$ cat config.mk
export PLATFORM = sky130hd
export DESIGN_NAME = mdio_frame_master
export DESIGN_NICKNAME = d
export VERILOG_FILES = /design/src/rtl/mdio_pkg.sv /design/src/rtl/mdio_ctrl.sv /design/src/rtl/mdio_dp.sv /design/src/rtl/mdio_frame_master.sv
export SDC_FILE = /design/constraint.sdc
export NUM_CORES = 1
export LEC_CHECK = 0
export BUFFER_PORTS_ARGS = -buffer_cell sky130_fd_sc_hd__buf_2
export CORE_MARGIN = 1
export CORE_UTILIZATION = 53
export DETAILED_ROUTE_END_ITERATION = 16
export HOLD_SLACK_MARGIN = 0.08
export PLACE_DENSITY = 0.75
export SETUP_SLACK_MARGIN = 0.5
export SLEW_MARGIN = 20
export SYNTH_ARGS = -nofsm -noshare
export SYNTH_HDL_FRONTEND = slang
export SYNTH_SLANG_ARGS = --single-unit
$ cat constraint.sdc
create_clock -name clk -period 2.6 [get_ports clk]
set_input_delay 0.13 -clock clk [delete_from_list [all_inputs] [get_ports clk]]
set_output_delay 0.13 -clock clk [all_outputs]
set_load 0.01 [all_outputs]
$ cat src/rtl/mdio_pkg.sv
package mdio_pkg;

  // Protocol lengths, counted in MDC cycles
  localparam int PREAMBLE_BITS = 33;
  localparam int RD_CMD_BITS   = 16;
  localparam int WR_CMD_BITS   = 32;
  localparam int RD_TAIL_BITS  = 19;
  localparam int WR_TAIL_BITS  = 2;
  localparam int FRAME_W       = 32;
  localparam int DATA_W        = 16;
  localparam int CNT_W         = $clog2(PREAMBLE_BITS + 1);

  typedef enum logic [2:0] {
    ST_IDLE,
    ST_PRE,
    ST_SHIFT,
    ST_RELEASE,
    ST_FINISH
  } mdioState_t;

  // Strobes and levels from control to datapath
  typedef struct packed {
    logic clkRun;     // MDC divider runs
    logic loadFrame;  // capture request into shifter
    logic shiftTx;    // advance command shifter
    logic sampleRx;   // take one synchronized sample
    logic drivePre;   // drive preamble ones
    logic driveTx;    // drive shifter MSB
    logic captureRd;  // update read data output
    logic badRd;      // capture all ones instead of samples
  } mdioStrobe_t;

endpackage

$ cat src/rtl/mdio_ctrl.sv
module mdio_ctrl
  import mdio_pkg::*;
(
  input  logic        clk,
  input  logic        rstN,
  input  logic        startReq,
  input  logic        isRead,
  input  logic        regHigh,
  input  logic        riseTick,
  input  logic        bitEnd,
  output mdioStrobe_t strobe,
  output logic        busy,
  output logic        done
);

  mdioState_t       state;
  logic [CNT_W-1:0] bitCnt;
  logic             rdMode;
  logic             accept;
  logic             lastCmd;
  logic             lastTail;

  assign accept   = (state == ST_IDLE) && startReq;
  assign lastCmd  = rdMode ? (bitCnt == CNT_W'(RD_CMD_BITS - 1))
                           : (bitCnt == CNT_W'(WR_CMD_BITS - 1));
  assign lastTail = rdMode ? (bitCnt == CNT_W'(RD_TAIL_BITS - 1))
                           : (bitCnt == CNT_W'(WR_TAIL_BITS - 1));

  always_ff @(posedge clk) begin
    if (!rstN) begin
      state  <= ST_IDLE;
      bitCnt <= '0;
      rdMode <= 1'b0;
    end else begin
      case (state)
        ST_IDLE: begin
          if (startReq) begin
            rdMode <= isRead;
            bitCnt <= '0;
            state  <= regHigh ? ST_FINISH : ST_PRE;
          end
        end
        ST_PRE: begin
          if (bitEnd) begin
            if (bitCnt == CNT_W'(PREAMBLE_BITS - 1)) begin
              bitCnt <= '0;
              state  <= ST_SHIFT;
            end else begin
              bitCnt <= bitCnt + 1'b1;
            end
          end
        end
        ST_SHIFT: begin
          if (bitEnd) begin
            if (lastCmd) begin
              bitCnt <= '0;
              state  <= ST_RELEASE;
            end else begin
              bitCnt <= bitCnt + 1'b1;
            end
          end
        end
        ST_RELEASE: begin
          if (bitEnd) begin
            if (lastTail) begin
              bitCnt <= '0;
              state  <= ST_FINISH;
            end else begin
              bitCnt <= bitCnt + 1'b1;
            end
          end
        end
        default: state <= ST_IDLE;
      endcase
    end
  end

  always_comb begin
    strobe           = '0;
    strobe.clkRun    = (state == ST_PRE) || (state == ST_SHIFT) || (state == ST_RELEASE);
    strobe.loadFrame = accept;
    strobe.shiftTx   = (state == ST_SHIFT) && bitEnd;
    // the final idle sample is never taken into the shifter
    strobe.sampleRx  = (state == ST_RELEASE) && rdMode && riseTick && !lastTail;
    strobe.drivePre  = (state == ST_PRE);
    strobe.driveTx   = (state == ST_SHIFT);
    strobe.badRd     = accept && regHigh && isRead;
    strobe.captureRd = strobe.badRd ||
                       ((state == ST_RELEASE) && rdMode && bitEnd && lastTail);
  end

  assign busy = (state != ST_IDLE);
  assign done = (state == ST_FINISH);

endmodule

$ cat src/rtl/mdio_dp.sv
module mdio_dp
  import mdio_pkg::*;
#(
  parameter int HALF_DIV = 25,
  parameter int PHY_AW   = 5,
  parameter int RA_W     = 5
) (
  input  logic              clk,
  input  logic              rstN,
  input  mdioStrobe_t       strobe,
  input  logic              isRead,
  input  logic [PHY_AW-1:0] phyAddr,
  input  logic [RA_W-1:0]   regLow,
  input  logic [DATA_W-1:0] wrData,
  input  logic              mdioIn,
  output logic              riseTick,
  output logic              bitEnd,
  output logic              mdc,
  output logic              mdioOut,
  output logic              mdioOe,
  output logic [DATA_W-1:0] rdData
);

  localparam int FULL_DIV = 2 * HALF_DIV;
  localparam int DIV_W    = (FULL_DIV > 1) ? $clog2(FULL_DIV) : 1;

  logic [DIV_W-1:0]   divCnt;
  logic               mdcQ;
  logic [FRAME_W-1:0] txShift;
  logic [1:0]         syncQ;
  logic [DATA_W-1:0]  rxShift;

  assign riseTick = strobe.clkRun && (divCnt == DIV_W'(HALF_DIV - 1));
  assign bitEnd   = strobe.clkRun && (divCnt == DIV_W'(FULL_DIV - 1));

  // MDC divider: low half first, then high half
  always_ff @(posedge clk) begin
    if (!rstN || !strobe.clkRun) begin
      divCnt <= '0;
      mdcQ   <= 1'b0;
    end else if (bitEnd) begin
      divCnt <= '0;
      mdcQ   <= 1'b0;
    end else begin
      divCnt <= divCnt + 1'b1;
      if (riseTick) mdcQ <= 1'b1;
    end
  end

  // Command shifter, MSB goes out first
  always_ff @(posedge clk) begin
    if (!rstN) begin
      txShift <= '0;
    end else if (strobe.loadFrame) begin
      if (isRead) txShift <= {2'b11, 2'b01, 2'b10, phyAddr, regLow, {DATA_W{1'b0}}};
      else        txShift <= {2'b01, 2'b01, phyAddr, regLow, 2'b10, wrData};
    end else if (strobe.shiftTx) begin
      txShift <= {txShift[FRAME_W-2:0], 1'b0};
    end
  end

  // Input synchronizer and sample shifter
  always_ff @(posedge clk) begin
    if (!rstN) begin
      syncQ   <= 2'b11;
      rxShift <= '0;
      rdData  <= '0;
    end else begin
      syncQ <= {syncQ[0], mdioIn};
      if (strobe.sampleRx) rxShift <= {rxShift[DATA_W-2:0], syncQ[1]};
      if (strobe.captureRd) rdData <= strobe.badRd ? {DATA_W{1'b1}} : rxShift;
    end
  end

  assign mdc     = mdcQ;
  assign mdioOe  = strobe.drivePre || strobe.driveTx;
  assign mdioOut = strobe.drivePre || (strobe.driveTx && txShift[FRAME_W-1]);

endmodule

$ cat src/rtl/mdio_frame_master.sv
module mdio_frame_master
  import mdio_pkg::*;
#(
  parameter int CLK_HZ     = 125_000_000,
  parameter int MDC_MAX_HZ = 2_500_000,
  parameter int REG_AW     = 8
) (
  input  logic              clk,
  input  logic              rstN,
  input  logic              startReq,
  input  logic              isRead,
  input  logic [4:0]        phyAddr,
  input  logic [REG_AW-1:0] regAddr,
  input  logic [15:0]       wrData,
  output logic              busy,
  output logic              done,
  output logic [15:0]       rdData,
  output logic              mdc,
  output logic              mdioOut,
  output logic              mdioOe,
  input  logic              mdioIn
);

  localparam int HALF_DIV = (CLK_HZ + 2 * MDC_MAX_HZ - 1) / (2 * MDC_MAX_HZ);

  mdioStrobe_t strobe;
  logic        riseTick;
  logic        bitEnd;
  logic        regHigh;

  generate
    if (REG_AW > 5) begin : g_wideReg
      assign regHigh = |regAddr[REG_AW-1:5];
    end else begin : g_narrowReg
      assign regHigh = 1'b0;
    end
  endgenerate

  mdio_ctrl u_ctrl (
    .clk      (clk),
    .rstN     (rstN),
    .startReq (startReq),
    .isRead   (isRead),
    .regHigh  (regHigh),
    .riseTick (riseTick),
    .bitEnd   (bitEnd),
    .strobe   (strobe),
    .busy     (busy),
    .done     (done)
  );

  mdio_dp #(
    .HALF_DIV (HALF_DIV),
    .PHY_AW   (5),
    .RA_W     (5)
  ) u_dp (
    .clk      (clk),
    .rstN     (rstN),
    .strobe   (strobe),
    .isRead   (isRead),
    .phyAddr  (phyAddr),
    .regLow   (regAddr[4:0]),
    .wrData   (wrData),
    .mdioIn   (mdioIn),
    .riseTick (riseTick),
    .bitEnd   (bitEnd),
    .mdc      (mdc),
    .mdioOut  (mdioOut),
    .mdioOe   (mdioOe),
    .rdData   (rdData)
  );

endmodule

## Yosys cells after proc, flatten, opt, wreduce, memory -nomap -nowiden

Cells that the tools add are included.

- Bits in registers: 83
- Latch bits: 0
- Memory bits (writable): 0
- ROM bits: 0
- Output and inout bits: 21
- Logic and storage cells: 81
- Memories kept: 0

- Add/subtract/negate cells: 2
- Multiply operators: 0
- Divide/modulo/power cells: 0
- $lt $le $gt $ge: 0
- Equality and inequality tests: 18
- Shifts and indexed selects: 0
- Multiplexer cells: 23
- Bitwise gates (word level): 0
- Reduce and logical (&&, ||, !) cells: 29

Operators with widths:

| kind | count |
|---|---|
| two-way mux 32 bit | 3 |
| two-way mux 6 bit | 7 |
| two-way mux 3 bit | 8 |
| case mux 6 bit (4 select lines) | 1 |
| equality test 6 x 5 -> 1 bit, second input constant | 3 |
| two-way mux 16 bit | 1 |
| adder 6 x 1 -> 6 bit, second input constant | 2 |
| equality test 6 bit, second input constant | 2 |
| logical AND 1 bit | 12 |
| case mux 3 bit (4 select lines) | 1 |
| != test 2 bit, second input constant | 5 |
| AND reduction 7 bit | 1 |
| equality test 3 x 2 -> 1 bit, second input constant | 2 |
| equality test 6 x 1 -> 1 bit, second input constant | 1 |
| equality test 6 x 4 -> 1 bit, second input constant | 1 |
| logical OR 1 bit | 5 |
| AND reduction 5 bit | 1 |
| != test 2 x 1 -> 1 bit, second input constant | 2 |
| nonzero test 4 bit | 1 |
| equality test 3 x 1 -> 1 bit, second input constant | 1 |
| equality test 3 bit, second input constant | 1 |
| logical NOT 1 bit | 3 |
| logical NOT 3 bit | 1 |
| nonzero test 3 bit | 1 |
| other kinds (5) | 6 |

## Longest topological paths before layout

- Depth in word-level cells: 7
- Gate-level depth with buffers: 9
- Mapped depth without buffers: 7

## By module

A second synthesis with hierarchy kept.

- Cell total of the unflattened synthesis: 421
- Area, all modules: 3,905.0 µm²

Modules (own cells, without submodules):

| module | times used | cells an instance | area each (µm²) |
|---|---|---|---|
| mdio_dp | 1 | 327 | 3,135.5 |
| mdio_ctrl | 1 | 93 | 763.2 |
| mdio_frame_master | 1 | 1 | 6.3 |

## Worst setup path before layout

No wires, ideal clock.

- Path kind: flip-flop to flip-flop
- Start: reg u_ctrl.rdMode
- End: reg u_dp.rxShift[10]
- Setup time: 0.128 ns
- Data arrival time: 1.841 ns
- Required time: 2.472 ns
- Slack: 0.631 ns
- Cell stages (with the launch flop): 8
- Buffers on the path: 2
- Clock period less this slack: 1.969 ns
- Cell sequence: dfxtp_1 > or4b_4 > a2111oi_4 > or3b_1 > buf_6 > buf_12 > mux2i_1 > nor2_1

- Longest elaborated chain between the ends: 3
- Elaborated cells between the ends (all ways): 5
- Classes of those cells: 1 x mux; 4 x reduce/logical

Ends and longest elaborated chain:

| what | line | RTL |
|---|---|---|
| start, declared | mdio_ctrl.sv:18 | `logic rdMode;` |
| start signal, assigned | mdio_ctrl.sv:38 | `rdMode <= isRead;` |
| two-way mux 1 bit or logical AND 1 bit (tied branches) | mdio_ctrl.sv:26, mdio_ctrl.sv:84 |  |
| logical NOT 1 bit or logical AND 1 bit (tied branches) | mdio_ctrl.sv:84 | `strobe.sampleRx = (state == ST_RELEASE) && rdMode && riseTick && !lastTail;` |
| logical AND 1 bit * | mdio_ctrl.sv:84 |  |
| end signal, assigned | mdio_dp.sv:70 | `if (strobe.sampleRx) rxShift <= {rxShift[DATA_W-2:0], syncQ[1]};` |
| end, declared | mdio_dp.sv:31 | `logic [DATA_W-1:0] rxShift;` |

Mark *: on every way between the ends. The rest lies on a longest branch, timed or not.
A chain may end at the register's enable or synchronous reset.

## Worst setup path in the final report

- Start: reg u_ctrl.rdMode
- End: reg u_dp.rxShift[14]

Same word-level chain as after synthesis.

==> run_results.csv <==
group,metric,value,unit
synthesis,synthArstFlopShare,0,%
timing,slew_violations,0,
route,wl_per_cell,14.05,um
timing,rsz0062_at_grt,"yes",
cells_and_area,final_cells,581,
critical_path,worst-path-max-fanout,8,
clock_network,insertion_delay,0.35,ns
placed_design,io_buffer_count,54,
floorplan,start_util,54.59,%
cells_and_area,final_util,64.95,%
synthesis,synth_cells,424,
min_path,min_path_cells,3,
clock_network,cts_max_level,3,
placed_design,dp.cells,553,
route,drc,0,
min_path,hold_start,"wrData[8]",
timing,worst_pin_slew,0.6844,ns
synthesis,netlist_area,3709,um^2
route,ant_nets,0,
cells_and_area,final_layout_size_suffix_gt1_share,23.30,%
critical_path,reg2reg_depth,6,
critical_path,critical_path_class,"flop to flop",
floorplan,pin_count,55,
critical_path,reg2reg_slack,0.55,ns
synthesis,yosysWarnings,0,
pwr,ir_worst_vdd,362.8,uV
pwr,fin_total_pwr,2.697,mW
placed_design,dp_hpwl,5189,um
timing,setup_violations,0,
grt,grt_pass1_wl,13690,um
grt,grt_overflow,0,
floorplan,die_w,85.65,um
clock_network,cts_buffer_depth,2,
timing,fin_tns_setup,0,ns
route,finalWirelength,8164,um
route,viasPerCell,5.587,
route,vias,3246,
critical_path,arrival,2.30,ns
grt,grt_start_max_net_pins,40,
synthesis,synth-seq-cells,83,
pwr,power-per-cell-area,611.1,nW/um^2
critical_path,timing.rr.start,"u_ctrl.rdMode$_SDFFE_PN0N_",
status,status,"finished, final reports clean",
clock_network,cts.sink_count,83,
clock_network,numCtsBuffers,9,
critical_path,start_kind,"flop",
grt,antenna_found_initial,0,
synthesis,synthFlopType,"dfxtp_1",
timing,finalHoldViolCount,0,
critical_path,worstSetupEndpointType,"flop",
critical_path,r2r_end,"u_dp.rxShift[14]$_SDFFE_PN0P_",
timing,clock_skew,0.009135,ns
timing,fmax,0.4883,GHz
synthesis,syn_area_per_cell,8.747,um^2
floorplan,core.rowCount,30,
min_path,whs_endpoint,"u_dp.txShift[8]$_SDFFE_PN0P_",
synthesis,syn-num-nets,463,
cells_and_area,diodes,0,
critical_path,critPathRequiredTime,2.85,ns
route,drtIter0Drc,258,
clock_network,clk_pin_slew,0.09,ns
floorplan,die-area,7336,um^2
floorplan,die_h,85.65,um
cells_and_area,nets,519,
grt,grtUsageTotal,23.45,%
timing,period_minus_slack,2.048,ns
clock_network,cts-root-buf,"clkbuf_8",
pwr,power.leakage,1.813,nW
flow_run,cap_violations,0,
synthesis,synth_edf_count,0,
clock_network,cts_tree,"yes",
min_path,hold_path.class,"input port to flop",
grt,grt_pass1_vias,2966,
placed_design,globalplace.congestion,0.8083,
synthesis,ys_seq_area_share,44.80,%
route,dr.pass1.iters,7,
timing,slew_headroom,54.32,%
timing,whs,0.1112,ns
cells_and_area,area_growth,18.99,%
synthesis,ys_types,48,
floorplan,coreArea,6794,um^2
timing,post-route-period-util,78.77,%
report_power, final:
part	internal, mW	switching, mW	total (mW)
registers	1.35	0.0508	1.40
clock network	0.478	0.483	0.962
logic	0.154	0.184	0.338
total	1.98	0.718	2.70
sequential cells by signal, indices dropped and copies added, names as in the netlist:
signal         flops
u_dp.txShift      32
u_dp.rdData       16
u_dp.rxShift      16
u_ctrl.bitCnt      6
u_dp.divCnt        6
u_ctrl.state       3
u_dp.syncQ         2
u_ctrl.rdMode      1
u_dp.mdc           1
cells by family (layout without fill, tap and decap cells):
group | Yosys count | in the layout | share of synthesized area [%]
AO/OA/AOI/OAI | 74 | 74 | 13.83
buffers and inverters | 41 | 102 | 5.870
adder cells (fa/ha/maj) | 5 | 5 | 1.687
AND/OR/NAND/NOR | 189 | 189 | 25.07
flip-flops | 83 | 83 | 44.80
multiplexers | 27 | 27 | 7.557
XOR/XNOR | 5 | 5 | 1.181
timing repair:
action	CTS	global route
hold buffers	11	0
cloned	0	1
setup endpoints to repair	43	47
resized for setup	6	14
setup buffers	0	0
endpoints found under the hold margin	11	0
worst max-delay path: stages (launching register included):
cell and delay, ns:
dfxtp_2 0.36, or4b_4 0.57, a2111oi_4 0.37, or3b_4 0.24
clkbuf_16 0.17, mux2i_1 0.19, nor2_1 0.05
synth_stat cells (9+ instances only):
cell,instances,share of area [%]
dfxtp_1,83,45
nor3_1,56,7.6
nand2_1,53,5.4
nor2_1,40,4.0
a21oi_1,21,2.8
clkbuf_1,20,2.0
mux2i_1,19,5.1
o21ai_0,12,1.6
a31oi_1,11,1.9
a311oi_1,10,2.4
inv_1,9,0.91
area by class of cell:
type,instances,area (um^2)
timing repair buffer,76,505.5
inverter,10,37.54
fill,574,2381
tap,96,120.1
multi-input combinational,300,1872
clock inverter,6,71.32
clock buffer,10,137.6
sequential,83,1669
placed cells by master, fill, tap and decap left out, types with 8 or more instances in the layout:
cell	instances
a222oi_1	8
a311oi_1	10
buf_4	8
mux2_2	8
dfxtp_1	77
o21ai_0	12
buf_2	54
nor3_1	55
a31oi_1	11
a21oi_1	20
inv_1	9
mux2i_1	19
nor2_1	37
clkbuf_8	10
nand2_1	53
dlygate4sd3_1	11
stage by stage:
step | area, um^2 | setup WS, ns
2_1_floorplan | 3709 | 0.6311
3_3_place_gp | 4009 | 0.4476
3_5_place_dp | 4009 | 0.3304
4_1_cts | 4340 | 0.5108
5_1_grt | 4413 | 0.4739
6_report | 4413 | 0.5521
routing by layer:
| layer | routed length, um | vias up | global-route usage [%] |
|---|---|---|---|
| met1 | 3697 | 1501 | 29.85 |
| li1 | - | 1621 | - |
| met3 | 477 | 17 | 6.737 |
| met4 | 155 | 0 | 8.333 |
| met5 | 0 | - | 0 |
| met2 | 3832 | 107 | 38.11 |
worst max path at each step:
stage / start / endpoint / slack [ns]
floorplan: u_ctrl.rdMode$_SDFFE_PN0N_ / u_dp.rxShift[10]$_SDFFE_PN0P_ / 0.63
global placement: u_ctrl.bitCnt[0]$_SDFFE_PN0P_ / u_dp.rdData[15]$_SDFFE_PN0P_ / 0.45
detailed placement: u_ctrl.bitCnt[0]$_SDFFE_PN0P_ / u_dp.rdData[12]$_SDFFE_PN0P_ / 0.33
CTS: u_ctrl.rdMode$_SDFFE_PN0N_ / u_dp.rxShift[9]$_SDFFE_PN0P_ / 0.51
global route: u_ctrl.rdMode$_SDFFE_PN0N_ / u_dp.rdData[14]$_SDFFE_PN0P_ / 0.47
finish: u_ctrl.rdMode$_SDFFE_PN0N_ / u_dp.rxShift[14]$_SDFFE_PN0P_ / 0.55
(Power assumes the default switching activity.)
